`src/rtl/spc_pkg.sv`:
```
package spc_pkg;
    parameter int NCORES    = 4;
    parameter int ADDR_W    = 16;
    parameter int CNT_W     = 2;
    parameter int FWD_LIMIT = 1;

    localparam int CORE_W = (NCORES > 1) ? $clog2(NCORES) : 1;

    typedef logic [CORE_W-1:0] core_t;
    typedef logic [ADDR_W-1:0] addr_t;
    typedef logic [CNT_W-1:0]  cnt_t;

    typedef enum logic [1:0] {
        VERDICT_IDLE  = 2'd0,
        VERDICT_DROP  = 2'd1,
        VERDICT_SPILL = 2'd2
    } verdict_e;

    typedef struct packed {
        addr_t addr;
        core_t src;
        logic  last_copy;
        logic  by_spill;
        cnt_t  fwd_cnt;
        logic  reused;
    } evict_t;

    typedef struct packed {
        addr_t addr;
        core_t target;
        core_t src;
        cnt_t  fwd_cnt;
    } spill_t;

    // next core in rotation order, wrapping at NCORES
    function automatic core_t core_after(input core_t c);
        if (int'(c) >= NCORES - 1)
            return '0;
        else
            return c + core_t'(1);
    endfunction

    // a hit since placement restores the block's chance
    function automatic cnt_t live_count(input evict_t e);
        return e.reused ? '0 : e.fwd_cnt;
    endfunction

    // saturating increment of the forward count
    function automatic cnt_t bump_count(input cnt_t c);
        return (c == {CNT_W{1'b1}}) ? c : c + cnt_t'(1);
    endfunction
endpackage

```
`src/rtl/spc_verdict.sv`:
```
module spc_verdict
    import spc_pkg::*;
(
    input  logic     ev_valid,
    input  evict_t   ev,
    output verdict_e verdict,
    output cnt_t     next_cnt
);
    cnt_t eff_cnt;
    logic chance_left;

    always_comb begin
        eff_cnt     = live_count(ev);
        chance_left = (int'(eff_cnt) < FWD_LIMIT);
        next_cnt    = bump_count(eff_cnt);
        if (!ev_valid)
            verdict = VERDICT_IDLE;
        else if ((NCORES > 1) && ev.last_copy && !ev.by_spill && chance_left)
            verdict = VERDICT_SPILL;
        else
            verdict = VERDICT_DROP;
    end
endmodule

```
`src/rtl/spc_target_rr.sv`:
```
module spc_target_rr
    import spc_pkg::*;
(
    input  logic  clk,
    input  logic  rst,
    input  core_t src,
    input  logic  advance,
    output core_t target
);
    core_t last_q;
    core_t first_try;

    always_comb begin
        first_try = core_after(last_q);
        target    = (first_try == src) ? core_after(first_try) : first_try;
    end

    always_ff @(posedge clk) begin
        if (rst)
            last_q <= core_t'(NCORES - 1);
        else if (advance)
            last_q <= target;
    end

    // the rotation pointer only moves when a spill is issued
    a_r7_pointer_holds: assert property (@(posedge clk) disable iff (rst)
        !advance |=> $stable(last_q));
endmodule

```
`src/rtl/evict_spill_ctl.sv`:
```
module evict_spill_ctl
    import spc_pkg::*;
(
    input  logic              clk,
    input  logic              rst,
    input  logic              evict_valid,
    output logic              evict_ready,
    input  logic [ADDR_W-1:0] evict_addr,
    input  logic [CORE_W-1:0] evict_core,
    input  logic              evict_last_copy,
    input  logic              evict_by_spill,
    input  logic [CNT_W-1:0]  evict_fwd_cnt,
    input  logic              evict_reused,
    output logic              spill_valid,
    input  logic              spill_ready,
    output logic [ADDR_W-1:0] spill_addr,
    output logic [CORE_W-1:0] spill_target,
    output logic [CNT_W-1:0]  spill_fwd_cnt,
    output logic              drop_valid,
    output logic [ADDR_W-1:0] drop_addr
);
    evict_t   ev;
    verdict_e verdict;
    cnt_t     next_cnt;
    core_t    rr_target;
    logic     accept;
    logic     issue;

    spill_t   pend_q;
    logic     pend_v;
    logic     drop_v;
    addr_t    drop_a;

    assign ev.addr      = evict_addr;
    assign ev.src       = evict_core;
    assign ev.last_copy = evict_last_copy;
    assign ev.by_spill  = evict_by_spill;
    assign ev.fwd_cnt   = evict_fwd_cnt;
    assign ev.reused    = evict_reused;

    assign evict_ready = !pend_v;
    assign accept      = evict_valid && !pend_v;
    assign issue       = (verdict == VERDICT_SPILL);

    spc_verdict u_verdict (
        .ev_valid (accept),
        .ev       (ev),
        .verdict  (verdict),
        .next_cnt (next_cnt)
    );

    spc_target_rr u_rr (
        .clk     (clk),
        .rst     (rst),
        .src     (evict_core),
        .advance (issue),
        .target  (rr_target)
    );

    always_ff @(posedge clk) begin
        if (rst) begin
            pend_v <= 1'b0;
            pend_q <= '0;
            drop_v <= 1'b0;
            drop_a <= '0;
        end else begin
            drop_v <= (verdict == VERDICT_DROP);
            if (verdict == VERDICT_DROP)
                drop_a <= evict_addr;
            if (pend_v && spill_ready)
                pend_v <= 1'b0;
            if (issue) begin
                pend_v         <= 1'b1;
                pend_q.addr    <= evict_addr;
                pend_q.target  <= rr_target;
                pend_q.src     <= evict_core;
                pend_q.fwd_cnt <= next_cnt;
            end
        end
    end

    assign spill_valid   = pend_v;
    assign spill_addr    = pend_q.addr;
    assign spill_target  = pend_q.target;
    assign spill_fwd_cnt = pend_q.fwd_cnt;
    assign drop_valid    = drop_v;
    assign drop_addr     = drop_a;

    // exactly one outcome after each accepted eviction
    a_r9_one_outcome: assert property (@(posedge clk) disable iff (rst)
        (evict_valid && evict_ready) |=> (spill_valid != drop_valid));

    // a block with other copies is dropped with its own address
    a_r2_shared_dropped: assert property (@(posedge clk) disable iff (rst)
        (evict_valid && evict_ready && !evict_last_copy)
        |=> (drop_valid && drop_addr == $past(evict_addr)));

    // a forced eviction never spills
    a_r6_no_chain: assert property (@(posedge clk) disable iff (rst)
        (evict_valid && evict_ready && evict_by_spill) |=> !spill_valid);

    // a used chance without reuse forbids a spill
    a_r4_limit_drops: assert property (@(posedge clk) disable iff (rst)
        (evict_valid && evict_ready && !evict_reused
         && int'(evict_fwd_cnt) >= FWD_LIMIT) |=> !spill_valid);

    // pending request frozen until accepted, nothing else taken
    a_r8_hold_stable: assert property (@(posedge clk) disable iff (rst)
        (spill_valid && !spill_ready)
        |=> (spill_valid && $stable(spill_addr) && $stable(spill_target)
             && $stable(spill_fwd_cnt) && !drop_valid));

    a_r8_release: assert property (@(posedge clk) disable iff (rst)
        (spill_valid && spill_ready) |=> (!spill_valid && !drop_valid));

    // never send a block back to the core that evicted it
    a_r7_not_self: assert property (@(posedge clk) disable iff (rst)
        spill_valid |-> (NCORES < 2 || pend_q.target != pend_q.src));
endmodule

```
`config.mk`:
```
export PLATFORM = sky130hd
export DESIGN_NAME = evict_spill_ctl
export DESIGN_NICKNAME = d
export VERILOG_FILES = /design/src/rtl/spc_pkg.sv /design/src/rtl/spc_verdict.sv /design/src/rtl/spc_target_rr.sv /design/src/rtl/evict_spill_ctl.sv
export SDC_FILE = /design/constraint.sdc
export NUM_CORES = 1
export LEC_CHECK = 0
export BUFFER_PORTS_ARGS = -buffer_cell sky130_fd_sc_hd__buf_4
export CAP_MARGIN = 10
export CORE_MARGIN = 8
export CORE_UTILIZATION = 45
export CTS_BUF_LIST = sky130_fd_sc_hd__clkbuf_8 sky130_fd_sc_hd__clkbuf_16
export CTS_CLUSTER_DIAMETER = 50
export DETAILED_ROUTE_END_ITERATION = 10
export PLACE_DENSITY = 0.75
export SYNTH_ARGS = -nofsm -noshare
export SYNTH_HDL_FRONTEND = slang
export SYNTH_SLANG_ARGS = --single-unit
```
`constraint.sdc`:
```
create_clock -name clk -period 1.75 [get_ports clk]
set_input_delay 0.35 -clock clk [delete_from_list [all_inputs] [get_ports clk]]
set_output_delay 0.35 -clock clk [all_outputs]
set_load 0.01 [all_outputs]
```
Yosys cells after proc, flatten, opt, wreduce, memory -nomap -nowiden
Cells that the tools add are included.
- output and inout port bits: 39
- bits in registers: 40
- logic and storage cells: 33
- input port bits: 27
- $lt $le $gt $ge: 3
- multiplexer cells: 9
- equal/unequal tests: 4
- reductions and logical operators: 7
- add/sub/neg operators: 3
- operators with widths (kind ; count):
    2-bit 2-to-1 mux ; 7
    2-bit by 1-bit adder with 2-bit output (second input constant) ; 3
    2-bit == test (second input constant) ; 2
    2-bit >= comparator (second input constant) ; 2
    1-bit logical AND ; 4
    2-bit by 1-bit == test with 1-bit output (second input constant) ; 1
    2-bit == test ; 1
    1-bit logical NOT ; 2
    2-bit by 1-bit less-than comparator with 1-bit output (second input constant) ; 1
    1-bit 2-to-1 mux ; 2
    2-bit nonzero test ; 1

Longest topological paths before layout
Gate-level depths: netlist of run 1.
- depth after elaboration: 7
- gate-level depth with buffers: 6
- mapped depth without buffers: 4

Modules after synthesis
From an unflattened synthesis of run 1, not the netlist that was laid out.
- cell total of the unflattened synthesis: 172
- area total of the unflattened synthesis: 1765.4 um2
- by module, submodules not included (module ; sequential area each (um2) ; instances ; area each (um2) ; cells an instance):
    evict_spill_ctl ; 760.7 ; 1 ; 1577.8 ; 149
    spc_target_rr ; 40.0 ; 1 ; 137.6 ; 16
    spc_verdict ; 0.0 ; 1 ; 50.0 ; 7

Least setup slack after synthesis of run 1
No wires, ideal clock.
- path kind: input-to-reg
- from: in evict_fwd_cnt[0]
- to: reg drop_v (netlist: drop_valid)
- setup time: 115 ps
- required time: 1635 ps
- data arrival time: 1360 ps
- path slack: 275 ps
- stages on the path: 6
- buffers on the path: 3
- path through: o21ba_1 -> buf_6 -> o311a_1 -> buf_6 -> buf_12 -> and2_1
- longest elaborated chain between the ends: 6
- ends and longest elaborated chain (element ; RTL line ; RTL):
    start, declared ; evict_spill_ctl.sv:12 ; input logic [CNT_W-1:0] evict_fwd_cnt,
    2-bit 2-to-1 mux ; spc_pkg.sv:45 ; return e.reused ? '0 : e.fwd_cnt;
    2-bit by 1-bit less-than comparator with 1-bit output ; spc_verdict.sv:14 ; chance_left = (int'(eff_cnt) < FWD_LIMIT);
    1-bit logical AND ; spc_verdict.sv:18 ; else if ((NCORES > 1) && ev.last_copy && !ev.by_spill && chance_left)
    2-bit 2-to-1 mux ; spc_verdict.sv:18 ;
    2-bit 2-to-1 mux ; spc_verdict.sv:16 ; if (!ev_valid)
    2-bit by 1-bit == test with 1-bit output ; evict_spill_ctl.sv:67 ; drop_v <= (verdict == VERDICT_DROP);
    end signal, assigned ; evict_spill_ctl.sv:67 ;
    end, declared ; evict_spill_ctl.sv:31 ; logic drop_v;
Every way passes these cells.
A chain may end at the register's enable or synchronous reset.

Final worst setup path of run 1
- from: reg pend_v (netlist: spill_valid)
- to: reg pend_q, in the netlist spill_addr[8]
- longest elaborated chain between the ends: 4
- ends and longest elaborated chain (element ; RTL line ; RTL):
    start, declared ; evict_spill_ctl.sv:30 ; logic pend_v;
    start signal, assigned ; evict_spill_ctl.sv:62 ; pend_v <= 1'b0;
    start signal, assigned ; evict_spill_ctl.sv:71 ; pend_v <= 1'b0;
    start signal, assigned ; evict_spill_ctl.sv:73 ; pend_v <= 1'b1;
    1-bit logical NOT ; evict_spill_ctl.sv:42 ; assign accept = evict_valid && !pend_v;
    1-bit logical AND ; evict_spill_ctl.sv:42 ;
    2-bit 2-to-1 mux ; spc_verdict.sv:16 ;
    2-bit == test ; evict_spill_ctl.sv:43 ; assign issue = (verdict == VERDICT_SPILL);
    end, declared ; evict_spill_ctl.sv:29 ; spill_t pend_q;
Every way passes these cells.

==> summary.txt, run 1 <==
Place
  • # port buffers: 65
  • GP Congestion: a little over 0.8
  • Post-placement setup slack: roughly 280 ps
  • Hpwl dp: approximately 3300 um

Routing
  • Wire per inst: 15.07 um
  • Routed wire length: 4477 um
  • DRC viols: 0
  • Final ANT Viol Nets: 0
  • Starting DRT DRC Count: between 100 and 150
  • Via count: between 1500 and 2000
  • Pre-antenna DRT Iters: 4
  • Vias/cell: between 5 and 6

Global route
  • Largest net degree at the start of global routing: 21
  • GRT Overall Usage: between 10% and 20%
  • Global route total overflow: 0
  • First-pass GRT wire length: ~7300 um
  • Initial antenna violation count: 0
  • Number of global-route vias before repair: 1534

Timing
  • Final Slew Violations: 0
  • Max Fclk: slightly above 0.7 GHz
  • Setup skew after layout: between 1 and 1.5 ps
  • # setup viols final: 0
  • Fin crit period: ~1400 ps
  • Fin Setup TNS: 0 ps
  • Fin crit share: a little under 80%
  • Max_slew headroom: ~73%
  • Least-Margin Pin Slew: about 410 ps
  • RSZ-0062 raised after global routing: no
  • Hold Fails Final Rpt: 0
  • Setup ws final: approximately 360 ps

Outcome
  • Status: complete, no violations

Logic synthesis
  • Synth warnings: 0
  • FFs w/ async S/R, synth: 0%
  • Distinct cells, synth: 28
  • Mapped Area: 1627 um^2
  • Seq/Total Area, Yosys: about half
  • EDFF count, synth: 0
  • Main synth FF type: dfxtp_1
  • Post-synthesis sequential element count: 40
  • Syn nets: about 210
  • Post-synthesis cell count: 184
  • Post-Syn Area per Cell: 8.840 um^2

Critical path
  • CP Launch Type: flop
  • Setup crit end kind: flop
  • Critical path arrival: roughly 1600 ps
  • Crit Path Category: reg2reg
  • CP startpoint: spill_valid
  • Crit path max fanout: 16
  • Worst EP required: just under 2000 ps
  • RR Startpoint: spill_valid

Clocking
  • Post-CTS sizing: 0
  • CTS Root Cell: clkbuf_8
  • CTS Sinks: 40
  • CTS tree: built
  • Worst-skew pair later-pin latency: ~290 ps
  • CTS buffer count: 5
  • CTS max path bufs: 2
  • Post-CTS setup buffers: 0
  • Hold_buf cts: 0
  • CTS H-tree lvls: 2
  • Clock slew at reported path FFs: 70 ps

Pwr
  • Power per cell area: 839.7 nW/um^2
  • Leakage: between 1 and 1.5 nW
  • Worst vdd ir: 0.4665 mV

Layout
  • Share of cells above drive strength 1: about a third
  • Area growth syn-to-layout: 38.31%
  • Layout Nets: 276
  • Diode count: 0

Run
  • Max-Cap Viols: 0

Floorplanning
  • I/O pin cnt: 66
  • Die width: about 76 um
  • Die area: between 5000 and 6000 um^2
  • Core Area: about 3600 um^2
  • Row cnt: 22
  • Starting density of the core: between 40% and 50%
  • Die Height: between 70 and 80 um

Hold path
  • Min-delay src: evict_addr[6]
  • Hold Crit Class: in2reg
-- power by group --
| group | internal, W | total (W) | switching (W) | leakage, nW |
|---|---|---|---|---|
| sequential | 0.000951 | 0.000974 | 0.0000230 | 0.327 |
| clock | 0.000314 | 0.000622 | 0.000308 | 0.0510 |
| combinational | 0.000146 | 0.000292 | 0.000146 | 0.629 |
-- layout by cell type (no fill, tap or decap), drive strengths merged --
master and n:
a211oi 2, a21oi 18, a31oi 1, and2 1, and3 1, buf 73
clkbuf 6, clkinv 2, dfxtp 40, ha 1, inv 5, mux2i 18
nand2 34, nand2b 1, nand3 17, nand4bb 1, nor2 2, nor3b 1
nor4bb 1, o211ai 1, o21a 1, o21ai 17, o21ba 1, o21bai 1
o22ai 1, o311a 1, xor2 1
-- metrics by stage --
stage	hold WS [ps]	instance area (um^2)	cells	utilization, %	power (W)
2_1_floorplan	479.0	1627	184	-	0.001144
3_3_place_gp	447.9	2157	289	60.28	0.001282
6_report	322.7	2250	297	62.87	0.001889
3_5_place_dp	446.5	2157	289	60.28	0.001287
4_1_cts	314.4	2250	297	62.87	0.001913
5_1_grt	313.1	2250	297	62.87	0.001984
-- final timing paths --
kind | end | slack [ps] | cells after the start
worst max-delay path | spill_addr[8] | 360 | 4
worst min register to register | drop_addr[0] | 460 | 2
worst max register to register | spill_addr[8] | 360 | 4
worst min-delay path | drop_addr[6] | 320 | 3
-- cell type report --
| type | count | area, um^2 |
|---|---|---|
| Clock buffer | 6 | 82.58 |
| Clock inverter | 2 | 10.01 |
| Fill cell | 337 | 1329 |
| Inverter | 5 | 18.77 |
| Multi-Input combinational cell | 123 | 729.5 |
| Sequential cell | 40 | 800.8 |
| Tap cell | 48 | 60.06 |
| Timing Repair Buffer | 73 | 548.0 |
-- cell usage after synthesis, drive strengths merged, types with 2 or more instances --
cell type	n	area share, %
nand2	34	7.8
nand3	17	5.2
dfxtp	40	49
o21ai	17	5.2
inv	5	1.2
nor2	2	0.46
buf	4	2.9
clkbuf	12	2.8
a211oi	2	0.92
mux2i	18	11
a21oi	18	5.5
-- registers in the layout, indices dropped and copies added, names as in the netlist --
name	flops
spill_addr	16
drop_addr	16
drop_valid	1
u_rr.last_q	2
spill_fwd_cnt	2
spill_valid	1
spill_target	2
-- cell families (layout without fill, tap and decap cells) --
logic type	after synthesis	after routing	synth area share, %
compound gates	44	44	15.08
mux	18	18	11.08
flops	40	40	49.23
xor+xnor	1	1	0.5386
fa+ha+maj	1	1	0.7691
simple gates	59	59	16.46
buf+inv	21	86	6.846
-- routing by layer --
metal | global-route usage (%) | vias to the layer above | wire, um
met5 | 0 | - | 0
met4 | 6.538 | 0 | 87
met3 | 7.429 | 10 | 442
met2 | 23.22 | 76 | 2043
met1 | 17.92 | 692 | 1904
li1 | - | 756 | -
-- critical path, stage by stage, from the launching register on --
cell	delay, ps
dfxtp_1	380
nor4bb_4	410
buf_4	280
nand3_1	100
a21oi_1	150
No activity file was read; power rests on OpenSTA's default activity.
==> inputs of run 2 (changes only) <==
Clock period 1.75 ns to 1.3 ns, I/O delays scaled along.
==> run 2 against run 1 <==
Critical path depth up 1. Global-route usage decreased by 0.31 points. Clock skew increased by 0.74 ps. Count of clock-buffer cells in the layout unchanged. Critical path type unchanged. Largest cell class unchanged.
==> summary.txt, run 2 (synthesis gave the netlist of run 1 again) <==
Routing
  • Final ANT Viol Nets: 0
  • Starting DRT DRC Count: 149
  • Vias/cell: 5.178
  • Routed wire length: roughly 4500 um
  • Wire per inst: roughly 15 um
  • Pre-antenna DRT Iters: 4
  • DRC viols: 0
  • Via count: ~1600

Timing
  • Max Fclk: approximately 0.77 GHz
  • RSZ-0062 raised after global routing: yes
  • Hold Fails Final Rpt: 0
  • # setup viols final: 0
  • Fin crit share: approximately 100%
  • Max_slew headroom: 78.71%
  • Hold_ws: around 220 ps
  • Setup skew after layout: about 2.2 ps
  • Least-Margin Pin Slew: around 320 ps
  • Final Slew Violations: 0
  • Fin crit period: roughly 1300 ps

Clocking
  • CTS Root Cell: clkbuf_8
  • Clock slew at reported path FFs: 70 ps
  • CTS H-tree lvls: 2
  • CTS Sinks: 40
  • CTS max path bufs: 2
  • CTS buffer count: 5
  • CTS tree: built
  • Hold_buf cts: 0
  • Worst-skew pair later-pin latency: ~290 ps

Place
  • GP Congestion: 0.7888
  • Placed Cells: between 200 and 300
  • Hpwl dp: ~3300 um
  • DP Area: between 2000 and 2500 um^2
  • # port buffers: between 60 and 70

Critical path
  • Crit path max fanout: 5
  • CP startpoint: spill_valid
  • Crit Path Category: reg2reg
  • Critical path arrival: about 1500 ps
  • Worst EP required: between 1500 and 2000 ps
  • CP Launch Type: flop
  • CP peak stage delay: between 300 and 400 ps
  • CP max-delay cell: dfxtp_4
  • Crit path cell chain: nor4bb_4, buf_4, buf_6, nand3_2, a21oi_2
  • RR Startpoint: spill_valid
  • CP Buf/Inv Count: 2
  • Delay-heaviest family, CP: simple AND/OR/NAND/NOR gates
  • Setup crit end kind: flop

Layout
  • Diode count: 0
  • Commonest non-fill, non-tap cell in the layout: buf_4
  • Layout Nets: ~280
  • Design Area, Final: ~2400 um^2
  • Final std cells w/o fill: between 300 and 400
  • Share of cells above drive strength 1: between 30% and 40%
  • Area growth syn-to-layout: 46.85%
  • Core Util, Final: 66.75%
  • Fillers: roughly 320
  • Leading cell types in the layout, fill and taps excluded: 77 x buf_4, 37 x dfxtp_1, 34 x nand2_1, 17 x mux2i_1, 16 x o21ai_0

Global route
  • Grt met3 use: just over 6%
  • Largest net degree at the start of global routing: 21
  • First-pass GRT wire length: ~7300 um
  • GR Layer Usage met1: 18.02%
  • Initial antenna violation count: 0
  • Number of global-route vias before repair: roughly 1600
  • Global route total overflow: 0
  • Global-route met2 utilization: a little under a quarter
  • GRT Overall Usage: ~15%
  • Most Used Layer, Global Route: met2

Floorplanning
  • Starting density of the core: around 45%
  • Die width: approximately 76 um
  • Die Height: 76.12 um
  • I/O pin cnt: 66
  • Core Area: 3578 um^2
  • Die area: 5794 um^2
  • Row cnt: 22

Run
  • Max-Cap Viols: 0

Pwr
  • Power per cell area: around 1100 nW/um^2
  • Sw Ratio: around a quarter
  • Internal Power: slightly below 0.002 W
  • Switching Power: 0.0006422 W
  • Sequential share of power: 51.1%
  • Clock power frac: around a third
  • Leakage: roughly 1.1 nW
  • Worst vdd ir: roughly 0.73 mV
  • Comb pwr share: roughly 17%

Hold path
  • Min-delay src: spill_ready
  • Hold Crit Class: in2reg

Outcome
  • Status: complete, no violations
[run 2: cell count changes in the layout (fill, tap and decap cells not counted), sizes merged]
cell    previous run  this run
buf               73        80
inv                5         7
clkinv             2         0
[run 2: final timing paths]
| check | end | slack, ps | cells after the start |
|---|---|---|---|
| setup / recovery | spill_addr[6] | 3 | 5 |
| setup reg to reg | spill_addr[6] | 3 | 5 |
| hold reg to reg | drop_addr[10] | 460 | 2 |
| hold / removal | spill_valid | 220 | 3 |
[run 2: power by group through the flow]
stage | Clock, W | Combinational, W | Sequential, W
finish | 0.000817 | 0.000436 | 0.00131
global route | 0.000887 | 0.000475 | 0.00132
CTS | 0.000836 | 0.000417 | 0.00131
detailed placement | 0 | 0.000410 | 0.00134
global placement | 0 | 0.000404 | 0.00134
floorplan | 0 | 0.000181 | 0.00136
[run 2: what timing repair did]
| item | in CTS | in global routing |
|---|---|---|
| endpoints found under the setup margin | 2 | 18 |
| buffers inserted | 0 | 3 |
| pin swaps | 4 | 8 |
| resized for setup | 2 | 16 |
[run 2: area by class of cell]
cell class / count / area, um^2 / area share [%]
clock inverter: 2 / 7.507 / 0.3143
sequential: 40 / 807.0 / 33.79
timing repair buffer: 80 / 620.6 / 25.98
inverter: 5 / 18.77 / 0.7858
clock buffer: 6 / 82.58 / 3.457
multi-input combinational: 123 / 792.0 / 33.16
tap: 48 / 60.06 / 2.514
[run 2: per-stage QoR]
stage               setup TNS (ps)  total power (W)  setup WS, ps
floorplan                   -530.4         0.001540        -84.51
global placement            -69.40         0.001741        -34.91
detailed placement          -412.8         0.001748        -53.23
CTS                              0         0.002566         3.527
global route                -262.5         0.002679        -60.08
finish                           0         0.002564         3.090
[run 2: tightest hold or removal path, delay by kind of cell]
kind                   cells  cell delay (ps)
buffers and inverters      1               70
AND/OR/NAND/NOR            1               80
AO/OA/AOI/OAI              1               50
[run 2: routing by layer]
metal / routed length (um) / vias up
li1: - / 770
met4: 32 / 0
met5: 0 / -
met1: 1990 / 742
met3: 330 / 4
met2: 2159 / 58
==> inputs of run 3 (changes only) <==
Settings changed: CTS_BUF_LIST sky130_fd_sc_hd__clkbuf_8 sky130_fd_sc_hd__clkbuf_16 to sky130_fd_sc_hd__clkbuf_8, PLACE_DENSITY 0.75 to 0.74, SYNTH_HIERARCHICAL set to 1.
==> run 3 against run 2 <==
Register-to-register slack got worse by 260 ps. Critical endpoint is now u_rr/last_q[0]. Flip-flop and latch count unchanged. Design area increased by 15%. Setup slack got worse by 260 ps. Largest power group unchanged. Core utilization increased by 7.4 points. Sequential power about the same. Synthesized cell count decreased by 6.5%. Clock skew increased by 2.7 ps. Sequential share of layout area decreased by 4.6 points. The run now ends with setup timing left. Die area increased by 6.7%.
==> summary.txt, run 3 <==
Outcome
  • Status: complete, but fails checks
  • Failing checks: setup timing

Routing
  • Via count: between 1500 and 2000
  • Final ANT Viol Nets: 0
  • Starting DRT DRC Count: 128
  • Routed wire length: around 5000 um
  • DRC viols: 0
  • Wire per inst: approximately 17 um
  • Vias/cell: 5.062
  • Pre-antenna DRT Iters: 4

Pwr
  • Switching Power: about 0.00066 W
  • Comb pwr share: 17.6%
  • Internal Power: between 0.002 and 0.0025 W
  • Leakage: 1.256 nW
  • Power per cell area: between 1000 and 1500 nW/um^2
  • Worst vdd ir: 0.7093 mV
  • Sequential share of power: between 40% and 50%
  • Sw Ratio: a little under a quarter
  • Clock power frac: between 30% and 40%
  • Tot Pwr: 0.002788 W

Clocking
  • Clock slew at reported path FFs: ~70 ps
  • CTS Root Cell: clkbuf_8
  • CTS tree: built
  • Hold_buf cts: 0
  • CTS Sinks: 40
  • Worst-skew pair later-pin latency: slightly below 300 ps
  • CTS H-tree lvls: 2
  • CTS buffer count: 5
  • CTS max path bufs: 2

Critical path
  • Reg2reg path depth: 7
  • Setup crit end kind: flop
  • Reg-to-reg slack, setup: -260 ps
  • Reg2reg end: u_rr/last_q[0]
  • Worst EP required: 1490 ps
  • RR Startpoint: spill_valid
  • Critical path arrival: approximately 1800 ps
  • Crit Path Category: reg2reg
  • CP Launch Type: flop
  • Crit path max fanout: 3

Timing
  • Setup skew after layout: about 4.9 ps
  • RSZ-0062 raised after global routing: yes
  • Least-Margin Pin Slew: around 240 ps
  • Max_slew headroom: 84.30%
  • Hold Fails Final Rpt: 0
  • Max Fclk: between 0.6 and 0.7 GHz
  • Final Slew Violations: 0
  • Setup ws final: -259.8 ps
  • # setup viols final: 35
  • Fin crit share: 120.0%
  • Fin crit period: between 1500 and 2000 ps

Logic synthesis
  • Distinct cells, synth: 23
  • Yosys top cell area share: a little under half
  • Synth warnings: 6
  • Mapped Area: roughly 1800 um^2
  • Post-synthesis cell count: 172
  • Main synth FF type: dfxtp_1
  • FFs w/ async S/R, synth: 0%
  • Largest cells by area after synthesis: dfxtp_1 45%, nand2b_1 19%, mux2i_1 19%
  • Syn nets: 200
  • EDFF count, synth: 0
  • Post-synthesis sequential element count: 40
  • Most frequent cell after synthesis: nand2b_1
  • Seq/Total Area, Yosys: between 40 and 50%
  • Post-synth top cells: 55 x nand2b_1, 40 x dfxtp_1, 33 x mux2i_1, 5 x clkbuf_1, 5 x o21ai_0
  • Synth area leader: dfxtp_1
  • Post-Syn Area per Cell: 10.26 um^2

Layout
  • Multi-input gate area: about 1000 um^2
  • Area growth syn-to-layout: 56.06%
  • Share of cells above drive strength 1: between 40% and 50%
  • Leading cell types in the layout, fill and taps excluded: 77 x buf_4, 53 x nand2b_1, 37 x dfxtp_1, 32 x mux2i_1, 7 x buf_6
  • Final std cells w/o fill: 307
  • Design Area, Final: ~2800 um^2
  • Diode count: 0
  • Core Util, Final: between 70% and 80%
  • Fillers: around 260
  • Layout Nets: approximately 290
  • Commonest non-fill, non-tap cell in the layout: buf_4
  • Register Area: roughly 800 um^2

Global route
  • Number of global-route vias before repair: approximately 1600
  • GRT Overall Usage: roughly 16%
  • Initial antenna violation count: 0
  • Largest net degree at the start of global routing: 24
  • Global route total overflow: 0
  • First-pass GRT wire length: 7734 um

Place
  • Hpwl dp: approximately 3600 um
  • DP Area: 2417 um^2
  • GP Congestion: between 0.8 and 0.9
  • # port buffers: 65
  • Placed Cells: 289

Hold path
  • Min-delay src: rst
  • Hold endpoint: spill_valid
  • Hold path depth: 2
  • Hold Crit Class: in2reg

Floorplanning
  • Die Height: around 79 um
  • Die width: a little under 80 um
  • Starting density of the core: between 40% and 50%
  • Core Area: between 3000 and 4000 um^2
  • I/O pin cnt: 66
  • Row cnt: 22
  • Die area: between 6000 and 7000 um^2

Run
  • Max-Cap Viols: 0
-- run 3: what timing repair did --
action | in CTS | in global routing
gates resized for setup | 16 | 15
setup buffers | 2 | 8
pin swaps | 6 | 3
gates cloned | 1 | 1
setup endpoints to repair | 37 | 39
-- run 3: kinds of logic (layout without fill, tap and decap cells) --
logic type	after synthesis	in the layout	share of synthesized area [%]
XOR/XNOR	1	1	0.4962
adder cells (fa/ha/maj)	1	1	0.7086
flip-flops	40	40	45.36
AND/OR/NAND/NOR	70	70	25.51
buffers and inverters	15	102	4.394
multiplexers	33	33	18.71
AO/OA/AOI/OAI	12	12	4.819
-- run 3: power groups by stage --
stage / clock network, W / logic, W / registers [W]
floorplan: 0 / 0.000183 / 0.00135
global placement: 0 / 0.000400 / 0.00133
detailed placement: 0 / 0.000414 / 0.00133
CTS: 0.00100 / 0.000457 / 0.00130
global route: 0.00106 / 0.000524 / 0.00131
finish: 0.000992 / 0.000490 / 0.00131
-- run 3: how the worst max path moves through the flow --
stage	from	endpoint	slack, ps	cells after the start
5_1_grt	spill_valid	u_rr/last_q[0]	-280	7
3_3_place_gp	u_rr/last_q[1]	spill_target[0]	-250	6
4_1_cts	u_rr/last_q[0]	spill_target[1]	-210	5
6_report	spill_valid	u_rr/last_q[0]	-260	7
3_5_place_dp	u_rr/last_q[1]	spill_target[0]	-350	6
2_1_floorplan	spill_valid	u_rr/last_q[0]	-430	9
-- run 3: layer usage --
layer	wire length, um	vias to the layer above	global-route usage [%]
met5	0	-	0
met4	57	0	6.111
met3	419	6	6.036
met2	2602	54	26.68
met1	1992	753	16.68
li1	-	741	-
-- run 3: through the flow --
stage	setup slack, ps	hold slack, ps	setup TNS, ps
after floorplan	-428.1	365.4	-1753
after global placement	-249.2	459.9	-4014
after detailed placement	-346.1	463.6	-5932
after CTS	-207.1	235.5	-1270
after global routing	-277.5	251.0	-5148
final	-259.8	237.1	-3432
-- run 3: critical path: stages, from the launching register on --
cell and delay [ps]:
dfxtp_2 330, nor2b_2 140, and3_4 220, nand2b_4 80, inv_8 70, inv_4 30, or4b_4 490, o311ai_2 100
-- run 3: cell type report --
type	instances	share of cell area [%]
Multi-Input combinational cell	117	35.92
Sequential cell	40	29.20
Timing Repair Buffer	89	27.75
Clock buffer	5	2.498
Tap cell	48	2.180
Clock inverter	3	1.408
Inverter	5	1.045
